===== src/rtl/irq_chain_pkg.sv =====
// Shared helpers for the interrupt chain resolver.
// Assumes slot counts of at least two.
package irq_chain_pkg;

    localparam int DEF_SLOTS = 64;

    // Width needed to address n slots, at least one bit.
    function automatic int code_bits(input int n);
        int w;
        w = 1;
        while ((1 << w) < n) w++;
        return w;
    endfunction

endpackage


===== src/rtl/slot_state_regs.sv =====
// Per-slot request and holdoff storage.
// A write from software has precedence over an acknowledge clear of the same slot.
// Assumes clr_code is valid whenever clr_en is high.
module slot_state_regs #(
    parameter int N_SLOTS = 64,
    parameter int CW      = 6
) (
    input  logic               clk,
    input  logic               rst_n,
    input  logic               wr_en,
    input  logic [CW-1:0]      wr_code,
    input  logic               wr_req,
    input  logic               wr_hold,
    input  logic               clr_en,
    input  logic [CW-1:0]      clr_code,
    output logic [N_SLOTS-1:0] req_vec,
    output logic [N_SLOTS-1:0] hold_vec
);

    for (genvar g = 0; g < N_SLOTS; g++) begin : g_slot
        logic hit_wr;
        logic hit_clr;
        assign hit_wr  = wr_en  && (wr_code  == CW'(g));
        assign hit_clr = clr_en && (clr_code == CW'(g));

        // Update one slot: a write first, otherwise an acknowledge clears the request.
        always_ff @(posedge clk) begin
            if (!rst_n) begin
                req_vec[g]  <= 1'b0;
                hold_vec[g] <= 1'b0;
            end else if (hit_wr) begin
                req_vec[g]  <= wr_req;
                hold_vec[g] <= wr_hold;
            end else if (hit_clr) begin
                req_vec[g]  <= 1'b0;
            end
        end
    end


    // ack_clears_req_chk
    ack_clears_req_chk: assert property (@(posedge clk) disable iff (!rst_n)
        (clr_en && !(wr_en && wr_code == clr_code)) |=> !req_vec[$past(clr_code)]);


    // hold_kept_chk
    hold_kept_chk: assert property (@(posedge clk) disable iff (!rst_n)
        (clr_en && !wr_en) |=> $stable(hold_vec));

endmodule


===== src/rtl/chain_priority_scan.sv =====
// Priority chain evaluation. The pass-in signal of each slot is the AND of the
// pass-out signals of all lower-numbered slots, where pass-out is the complement
// of the holdoff bit. Among the candidates the lowest code is picked and encoded.
// Purely combinational.
module chain_priority_scan #(
    parameter int N_SLOTS = 64,
    parameter int CW      = 6
) (
    input  logic               clk,
    input  logic               rst_n,
    input  logic               ien,
    input  logic [N_SLOTS-1:0] req_vec,
    input  logic [N_SLOTS-1:0] hold_vec,
    output logic               found,
    output logic [CW-1:0]      win_code
);

    logic [N_SLOTS-1:0] pass_in;
    logic [N_SLOTS-1:0] cand;
    logic [N_SLOTS-1:0] earlier;
    logic [N_SLOTS-1:0] grant_vec;

    assign pass_in[0] = 1'b1;
    assign earlier[0] = 1'b0;
    for (genvar g = 1; g < N_SLOTS; g++) begin : g_chain
        assign pass_in[g] = pass_in[g-1] & ~hold_vec[g-1];
        assign earlier[g] = earlier[g-1] | cand[g-1];
    end

    assign cand      = req_vec & pass_in;
    assign grant_vec = cand & ~earlier & {N_SLOTS{ien}};
    assign found     = |grant_vec;

    // Encode the single granted slot into its select code.
    always_comb begin
        win_code = '0;
        for (int i = 0; i < N_SLOTS; i++)
            if (grant_vec[i]) win_code = win_code | CW'(i);
    end


    // winner_requests_chk
    winner_requests_chk: assert property (@(posedge clk) disable iff (!rst_n)
        found |-> (req_vec[win_code] && ien));


    // single_grant_chk
    single_grant_chk: assert property (@(posedge clk) disable iff (!rst_n)
        $onehot0(grant_vec));

endmodule


===== src/rtl/ack_issuer.sv =====
// Registers the acknowledge pulse and the winner code.
// The code register changes only when a new grant is taken.
module ack_issuer #(
    parameter int CW = 6
) (
    input  logic          clk,
    input  logic          rst_n,
    input  logic          found,
    input  logic [CW-1:0] win_code,
    output logic          ack,
    output logic [CW-1:0] ack_code
);

    // Pulse the acknowledge and capture the winner's code.
    always_ff @(posedge clk) begin
        if (!rst_n) begin
            ack      <= 1'b0;
            ack_code <= '0;
        end else begin
            ack <= found;
            if (found) ack_code <= win_code;
        end
    end


    // code_held_chk
    code_held_chk: assert property (@(posedge clk) disable iff (!rst_n)
        !ack |-> $stable(ack_code));

endmodule


===== src/rtl/irq_chain_resolver.sv =====
// Top of the interrupt chain resolver: slot storage, chain scan, acknowledge.
// A grant taken on one edge clears the winner's request on that same edge, so
// each resolution yields exactly one acknowledge pulse.
module irq_chain_resolver #(
    parameter int N_SLOTS = irq_chain_pkg::DEF_SLOTS,
    parameter int CW      = irq_chain_pkg::code_bits(N_SLOTS)
) (
    input  logic          clk,
    input  logic          rst_n,
    input  logic          ien_i,
    input  logic          wr_en_i,
    input  logic [CW-1:0] wr_code_i,
    input  logic          wr_req_i,
    input  logic          wr_hold_i,
    output logic          irq_o,
    output logic          ack_o,
    output logic [CW-1:0] ack_code_o
);

    logic [N_SLOTS-1:0] req_vec;
    logic [N_SLOTS-1:0] hold_vec;
    logic               found;
    logic [CW-1:0]      win_code;

    slot_state_regs #(.N_SLOTS(N_SLOTS), .CW(CW)) u_regs (
        .clk      (clk),
        .rst_n    (rst_n),
        .wr_en    (wr_en_i),
        .wr_code  (wr_code_i),
        .wr_req   (wr_req_i),
        .wr_hold  (wr_hold_i),
        .clr_en   (found),
        .clr_code (win_code),
        .req_vec  (req_vec),
        .hold_vec (hold_vec)
    );

    chain_priority_scan #(.N_SLOTS(N_SLOTS), .CW(CW)) u_scan (
        .clk      (clk),
        .rst_n    (rst_n),
        .ien      (ien_i),
        .req_vec  (req_vec),
        .hold_vec (hold_vec),
        .found    (found),
        .win_code (win_code)
    );

    ack_issuer #(.CW(CW)) u_ack (
        .clk      (clk),
        .rst_n    (rst_n),
        .found    (found),
        .win_code (win_code),
        .ack      (ack_o),
        .ack_code (ack_code_o)
    );

    assign irq_o = found;


    // no_ack_without_ien_chk
    no_ack_without_ien_chk: assert property (@(posedge clk) disable iff (!rst_n)
        ack_o |-> $past(ien_i));

endmodule


===== config.mk =====
export PLATFORM = sky130hd
export DESIGN_NAME = irq_chain_resolver
export DESIGN_NICKNAME = d
export VERILOG_FILES = /design/src/rtl/irq_chain_pkg.sv /design/src/rtl/slot_state_regs.sv /design/src/rtl/chain_priority_scan.sv /design/src/rtl/ack_issuer.sv /design/src/rtl/irq_chain_resolver.sv
export SDC_FILE = /design/constraint.sdc
export NUM_CORES = 1
export LEC_CHECK = 0
export BUFFER_PORTS_ARGS = -buffer_cell sky130_fd_sc_hd__buf_2
export CAP_MARGIN = 20
export CORE_AREA = 2 2 115 140
export CTS_BUF_LIST = sky130_fd_sc_hd__clkbuf_16
export DETAILED_ROUTE_END_ITERATION = 10
export DIE_AREA = 0 0 117 142
export PLACE_DENSITY = 0.77
export SYNTH_ARGS = -nofsm -noshare
export SYNTH_HDL_FRONTEND = slang
export SYNTH_HIERARCHICAL = 1
export SYNTH_SLANG_ARGS = --single-unit
export TNS_END_PERCENT = 10

===== constraint.sdc =====
create_clock -name clk -period 3.8 [get_ports clk]
set_input_delay 0.76 -clock clk [delete_from_list [all_inputs] [get_ports clk]]
set_output_delay 0.76 -clock clk [all_outputs]
set_load 0.02 [all_outputs]

==> key figures, run 1 <==
Cells and area
  • # diodes: 0
  • Area growth, synth to finish: 19.40%
  • Final non-filler cell total: 1258
  • Final net count: 1049
  • Share of post-route cells with drive strength above 1: 23.43%
  • Design area: 9803 um2

STA
  • Clk_skew: 0.01098 ns
  • # setup viols final: 12
  • Final Hold Viols: 0
  • Worst slew margin: 32.09%
  • Worst slew pin tran: 1.018 ns
  • Period utilisation layout: 106.2%
  • Max Slew Vio Count: 0
  • RSZ-0062 raised after global routing: true
  • Final min period: 4.034 ns
  • Final Worst Setup Slack: -0.2342 ns
  • Peak Freq: 247.9 MHz

Status
  • Status: complete, but fails checks
  • Failing checks: negative setup slack

Worst setup path
  • Crit-path cells: or4_4 > nor4_4 > buf_4 > nand2_1 > or4_4 > or3_4 > a21o_1 > buf_4 > o2111ai_2 > or3b_4 > buf_6
  • RR Endpoint: u_regs/req_vec[59]$_SDFFE_PN0P_
  • Worst setup path start: u_regs/hold_vec[0]$_SDFFE_PN0P_
  • CP Capture Point: irq_o
  • Slowest cell on the critical path: or4_4
  • Crit-path max cell delay: 0.58 ns
  • Critical path's top delay family: simple AND/OR/NAND/NOR gates
  • Required @ worst endpoint: 3.04 ns
  • Worst R2R Start: u_regs/hold_vec[0]$_SDFFE_PN0P_
  • Buffers & Inverters on Critical Path: 3
  • CP Max Fanout: 5
  • Worst reg-to-reg path cell count: 14
  • Critical Path Stages: 11
  • Critical Path Source Type: flip-flop
  • Reg2reg setup slack: -0.06 ns
  • WS Path Type: flip-flop to primary output
  • Crit path arrival time: 3.27 ns
  • Setup crit end kind: primary output

Clock tree
  • Clk slew on worst S/H paths: 0.06 ns
  • Worst skew pair latency: 0.43 ns
  • TritonCTS clock tree: yes
  • Clock sinks: 134
  • Htree depth: 4
  • CTS max path bufs: 2
  • CTS Buf Count: 17
  • Cts hold-fix bufs: 0
  • Root Buffer: clkbuf_16

Pwr
  • Power Density: 355.2 nW/um2
  • Static leakage: 3.282 nW
  • VDD IR max: 0.0002861 V

Floorplan
  • Starting Density: 53.57%
  • Area of the core: 15330 um2
  • Die area: 16610 um2
  • Die Wd: 117 um
  • Rows: 50
  • Die Ht: 142 um
  • I/O pins: 20

Placement
  • Port Buffers: 19
  • Cell total after placement: 1212
  • GPL Wtd Cong: 1.026
  • DP HPWL: 19210 um
  • Placed cell area: 8846 um2

Synth
  • Syn avg cell area: 8.268 um2
  • Post-Syn Area: 8210 um2
  • Syn. warnings: 6
  • Syn Inst Count: 993
  • Syn_nets: 1005

Drt
  • Routed len/inst: 22.43 um
  • DRT Pass-1 Iters: 6
  • DR vias: 8704
  • 1st-iter DRT viols: 1023
  • Routed WL: 28220 um
  • Via/cell ratio: 6.919
  • Post-route ant nets: 0
  • Remaining DRCs: 0

GRT
  • Grt total ovfl: 0
  • Vias in the first global route: 8010
  • Largest net degree at the start of global routing: 73
  • Antenna violations before repair: 0
  • GRT Util Overall: 33.99%
  • First-pass GRT wire length: 43400 um

Job
  • Max cap viols: 0

Hold path
  • Hold Crit Class: flip-flop to flip-flop
[area by class of cell]
cell class                 count  area [um2]
clock buffer                  17       425.4
sequential                   134        2684
fill                        1262        5524
tap                          208       260.3
inverter                      27       101.3
clock inverter                15       153.9
multi-input combinational    737        5243
timing repair buffer         120       935.9
[tightest hold or removal path, cell delays in order, from the launching register on]
cell and delay [ns]:
dfxtp_1 0.30, nand2_1 0.05, o32ai_1 0.07
[worst min path at each step]
stage | start | end | slack, ns | cells past startpoint
4_1_cts | u_regs/req_vec[39]$_SDFFE_PN0P_ | u_regs/req_vec[39]$_SDFFE_PN0P_ | 0.47 | 2
2_1_floorplan | u_regs/hold_vec[29]$_SDFFE_PN0P_ | u_regs/hold_vec[29]$_SDFFE_PN0P_ | 0.45 | 2
3_3_place_gp | u_regs/hold_vec[55]$_SDFFE_PN0P_ | u_regs/hold_vec[55]$_SDFFE_PN0P_ | 0.46 | 2
3_5_place_dp | u_regs/req_vec[39]$_SDFFE_PN0P_ | u_regs/req_vec[39]$_SDFFE_PN0P_ | 0.46 | 2
5_1_grt | u_regs/hold_vec[47]$_SDFFE_PN0P_ | u_regs/hold_vec[47]$_SDFFE_PN0P_ | 0.49 | 2
6_report | u_regs/req_vec[39]$_SDFFE_PN0P_ | u_regs/req_vec[39]$_SDFFE_PN0P_ | 0.47 | 2
[power by group]
| group | switching [mW] | internal, mW |
|---|---|---|
| clock network | 0.672 | 0.964 |
| registers | 0.00563 | 1.41 |
| logic | 0.264 | 0.165 |
[what timing repair did]
action | in CTS | in global routing
setup endpoints to repair | 38 | 61
pin swaps | 11 | 10
gates resized for setup | 26 | 31
setup buffers | 9 | 6
[cell usage in the layout, fill, tap and decap left out, drive strengths merged, types with 6 or more instances in the layout]
cell,instances
clkinvlp,6
o32ai,67
or4b,8
nor3,23
o21bai,10
or3,14
o21ai,84
a21boi,66
o22ai,67
or4,10
nand4b,12
a21oi,21
nand2,83
mux2i,6
inv,29
buf,120
nand4bb,12
nor4b,12
a211oi,7
nand3,70
nand2b,11
nor2b,24
nand3b,6
nor4,9
dfxtp,134
and4bb,6
clkbuf,17
nor2,35
[flip-flops by register name, summed over array words and instances (netlist names)]
| register | cells |
|---|---|
| u_ack/ack | 1 |
| u_ack/ack_code | 6 |
| u_regs/hold_vec | 63 |
| u_regs/req_vec | 64 |
[routing by layer]
layer	wire length [um]	global-route usage, %	vias up	part of all wire [%]
met5	0	0	-	0
met4	1480	18.45	0	5.2
met3	2605	5.963	98	9.2
met2	13140	53.61	526	47
met1	10990	43.88	4158	39
li1	-	-	3922	-
[metrics by stage]
step	hold WS, ns	TNS, ns	total power, mW	util [%]	setup WS [ns]
floorplan	0.4467	0	1.691	-	0.003989
global placement	0.4583	-0.4946	1.813	57.71	-0.09107
detailed placement	0.4623	-1.349	1.816	57.71	-0.1413
CTS	0.4734	-0.2236	3.445	62.73	-0.2157
global route	0.4918	-4.038	3.561	63.96	-0.3091
finish	0.4729	-0.5554	3.482	63.96	-0.2342
No activity file was read; power rests on OpenSTA's default activity.
==> inputs of run 2 (changes only) <==
- CORE_AREA: 2 2 115 140 -> 2 2 128 155
- DIE_AREA: 0 0 117 142 -> 0 0 130 157
- PLACE_DENSITY: 0.77 -> 0.66
- SLEW_MARGIN: default -> 0
- SYNTH_HIERARCHICAL: 1 -> default
==> run 2 against run 1 <==
  * Utilization fell by 11 points
  * Clock power is 4% lower
  * Final area grew 0.92%
  * First-iteration DRC count grew 2.3%
  * The flow still finishes with violations (negative setup slack)
  * Wire length is 10% higher
  * Setup slack improved by 0.11 ns
  * Worst hold slack worse by 0.020 ns
  * Largest cell class unchanged
  * Clock-buffer cell count unchanged
  * Flip-flop and latch count did not move
  * Sequential power up 3%
  * Die area is 23% higher
==> key figures, run 2 <==
Status
  • Status: complete, but fails checks
  • Failing checks: negative setup slack

GRT
  • Grt total ovfl: 0 (unchanged)
  • GRT Util Overall: 30.98% (-3.0 points)
  • First-pass GRT wire length: 48200 um (+11%)
  • Largest net degree at the start of global routing: 68 (-6.8%)
  • Vias in the first global route: 8794 (+9.8%)
  • Antenna violations before repair: 0 (unchanged)

Worst setup path
  • Crit-path max cell delay: 0.39 ns (-0.19 ns)
  • CP dominant cell by count: or3_4
  • Reg2reg setup slack: 0.21 ns (+0.27 ns)
  • Worst reg-to-reg path cell count: 12 (-2)
  • Slowest cell on the critical path: or3_4
  • CP Capture Point: irq_o
  • Critical Path Source Type: flip-flop
  • WS Path Type: flip-flop to primary output
  • Setup crit end kind: primary output
  • Worst setup path start: u_regs.hold_vec[49]$_SDFFE_PN0P_
  • RR Endpoint: u_regs.req_vec[3]$_SDFFE_PN0P_
  • Required @ worst endpoint: 3.04 ns (about the same)
  • Crit path arrival time: 3.16 ns (-0.11 ns)
  • CP Max Fanout: 5 (unchanged)
  • Crit-path cells: nor4_1 > buf_4 > nand2_1 > or3_4 > or3_4 > o41a_1 > or3_4 > nand4_1 > nor2_2 > inv_1 > buf_6
  • Worst R2R Start: u_regs.hold_vec[25]$_SDFFE_PN0P_

Floorplan
  • Rows: 55 (+10%)
  • Die Wd: 130 um (+11%)
  • Area of the core: 18790 um2 (+23%)
  • Starting Density: 44.33% (-9.2 points)
  • Die area: 20410 um2 (+23%)
  • Die Ht: 157 um (+11%)
  • I/O pins: 20 (unchanged)

Pwr
  • VDD IR max: 0.0003362 V (+18%)
  • Static leakage: 3.676 nW (+12%)
  • Power Density: 386.5 nW/um2 (+8.8%)

STA
  • Worst slew margin: 32.17% (+0.085 points)
  • Clk_skew: 0.009958 ns (-0.001018 ns)
  • Final Worst Setup Slack: -0.1250 ns (+0.1092 ns)
  • Max Slew Vio Count: 0 (unchanged)
  • Peak Freq: 254.8 MHz (+2.8%)
  • Worst slew pin tran: 1.010 ns (-0.007690 ns)
  • Hold Slack: 0.4525 ns (-0.02037 ns)
  • Final Hold Viols: 0 (unchanged)
  • Period utilisation layout: 103.3% (-2.9 points)
  • # setup viols final: 1 (-11)
  • Final min period: 3.925 ns (-0.1092 ns)
  • RSZ-0062 raised after global routing: true

Clock tree
  • Clk slew on worst S/H paths: 0.06 ns (about the same)
  • TritonCTS clock tree: yes
  • CTS Buf Count: 17 (unchanged)
  • Htree depth: 4 (unchanged)
  • Worst skew pair latency: 0.43 ns (about the same)
  • Clock sinks: 134 (unchanged)
  • CTS max path bufs: 2 (unchanged)
  • Root Buffer: clkbuf_16
  • Cts hold-fix bufs: 0 (unchanged)

Synth
  • Commonest cells in the netlist: 175 x nand2_1, 134 x a21oi_1, 134 x dfxtp_1
  • Syn Inst Count: 1169 (+18%)
  • Synth Flop Type: dfxtp_1
  • Distinct cell type count after synthesis: 87
  • Yosys top cell area share: 32.21%
  • Post-synth EDFFs: 0
  • Synth Register Bits: 134
  • Post-synth top area cell: dfxtp_1
  • Most common cell in the netlist: nand2_1
  • Post-synthesis sequential area ratio: 32.21%
  • Synth area leaders: dfxtp_1 32%, a21oi_1 8.1%, nand2_1 7.9%
  • Post-Syn Area: 8328 um2 (+1.4%)
  • Syn. warnings: 0 (-6)
  • Ys async rst share: 0%
  • Syn avg cell area: 7.124 um2 (-14%)
  • Syn_nets: 1181 (+18%)

Drt
  • Routed WL: 31080 um (+10%)
  • DR vias: 9456 (+8.6%)
  • Routed len/inst: 20.65 um (-7.9%)
  • 1st-iter DRT viols: 1047 (+2.3%)
  • Via/cell ratio: 6.283 (-9.2%)
  • DRT Pass-1 Iters: 7 (+1)
  • Post-route ant nets: 0 (unchanged)
  • Remaining DRCs: 0 (unchanged)

Cells and area
  • Final net count: 1250 (+19%)
  • Commonest non-fill, non-tap cell in the layout: nand2_1
  • Max reg flops: 64 (unchanged)
  • Most frequent cells in the layout: 174 x nand2_1, 133 x a21oi_1, 126 x dfxtp_1
  • Biggest regs: u_regs.req_vec x64, u_regs.hold_vec x63, u_ack.ack_code x6
  • Most flops, register: u_regs.req_vec
  • Area growth, synth to finish: 18.80%
  • # diodes: 0 (unchanged)
  • Share of post-route cells with drive strength above 1: 16.09% (-7.3 points)

Placement
  • Pre-CTS WS: 0.1163 ns (+0.2576 ns)
  • DP HPWL: 23060 um (+20%)
  • GPL Wtd Cong: 1.021 (-0.55%)
  • Port Buffers: 19 (unchanged)

Job
  • Max cap viols: 0 (unchanged)

Hold path
  • Hold Crit Class: flip-flop to flip-flop
-- run 2: through the flow --
stage          TNS (ns)  instances  instance area [um2]  util (%)  total power, mW
2_1_floorplan         0       1169                 8328         -            1.920
5_1_grt         -0.1847       1505                 9893     52.66            3.945
3_3_place_gp          0       1467                 9164     48.78            2.237
3_5_place_dp          0       1467                 9164     48.78            2.239
6_report        -0.1250       1505                 9893     52.66            3.824
4_1_cts         -0.1480       1499                 9774     52.03            3.800
-- run 2: logic make-up (layout without fill, tap and decap cells) --
logic type             after synthesis  after routing  share of synthesized area, %
and+or+nand+nor                    620            620                         38.40
AOI/OAI and AO/OA                  321            321                         24.47
DFF                                134            134                         32.21
buffers and inverters               87            167                         4.071
muxes                                7              7                        0.8414
-- run 2: power by group --
group / internal (mW) / switching [mW] / leakage [nW]
clock: 0.941 / 0.626 / 0.263
sequential: 1.44 / 0.0221 / 1.08
combinational: 0.286 / 0.513 / 2.33
total: 2.66 / 1.16 / 3.68
-- run 2: per-layer routing --
layer	wire [um]	global-route usage, %
met1	12420	37.93
met2	14400	50.39
met3	2216	4.623
met4	2045	20.12
met5	0	0
-- run 2: final cells by class --
cell class | instances | area, um2
well taps | 256 | 320.3
inverters | 24 | 91.34
clock buffers | 17 | 425.4
fillers | 1816 | 8894
repair buffers | 113 | 814.5
flip-flops and latches | 134 | 2695
clock inverters | 13 | 118.9
multi-input cells | 948 | 5428
-- run 2: worst min path at each step --
stage / cells past startpoint / from / to
after floorplan: 2 / u_regs.hold_vec[42]$_SDFFE_PN0P_ / u_regs.hold_vec[42]$_SDFFE_PN0P_
after global placement: 2 / u_ack.ack_code[3]$_SDFFE_PN0P_ / u_ack.ack_code[3]$_SDFFE_PN0P_
after detailed placement: 2 / u_ack.ack_code[2]$_SDFFE_PN0P_ / u_ack.ack_code[2]$_SDFFE_PN0P_
after CTS: 2 / u_ack.ack_code[2]$_SDFFE_PN0P_ / u_ack.ack_code[2]$_SDFFE_PN0P_
after global routing: 2 / u_ack.ack_code[3]$_SDFFE_PN0P_ / u_ack.ack_code[3]$_SDFFE_PN0P_
final: 2 / u_ack.ack_code[3]$_SDFFE_PN0P_ / u_ack.ack_code[3]$_SDFFE_PN0P_
-- run 2: worst max-delay path: cells and delay by family (launching register included) --
| family | cells | cell delay [ns] |
|---|---|---|
| flip-flops | 1 | 0.33 |
| AO/OA/AOI/OAI | 1 | 0.38 |
| buffers and inverters | 3 | 0.35 |
| AND/OR/NAND/NOR | 7 | 1.67 |
-- run 2: what timing repair did --
item / CTS / global route
setup buffers: 2 / 6
setup endpoints to repair: 1 / 6
gates resized for setup: 13 / 24
pin swaps: 8 / 16
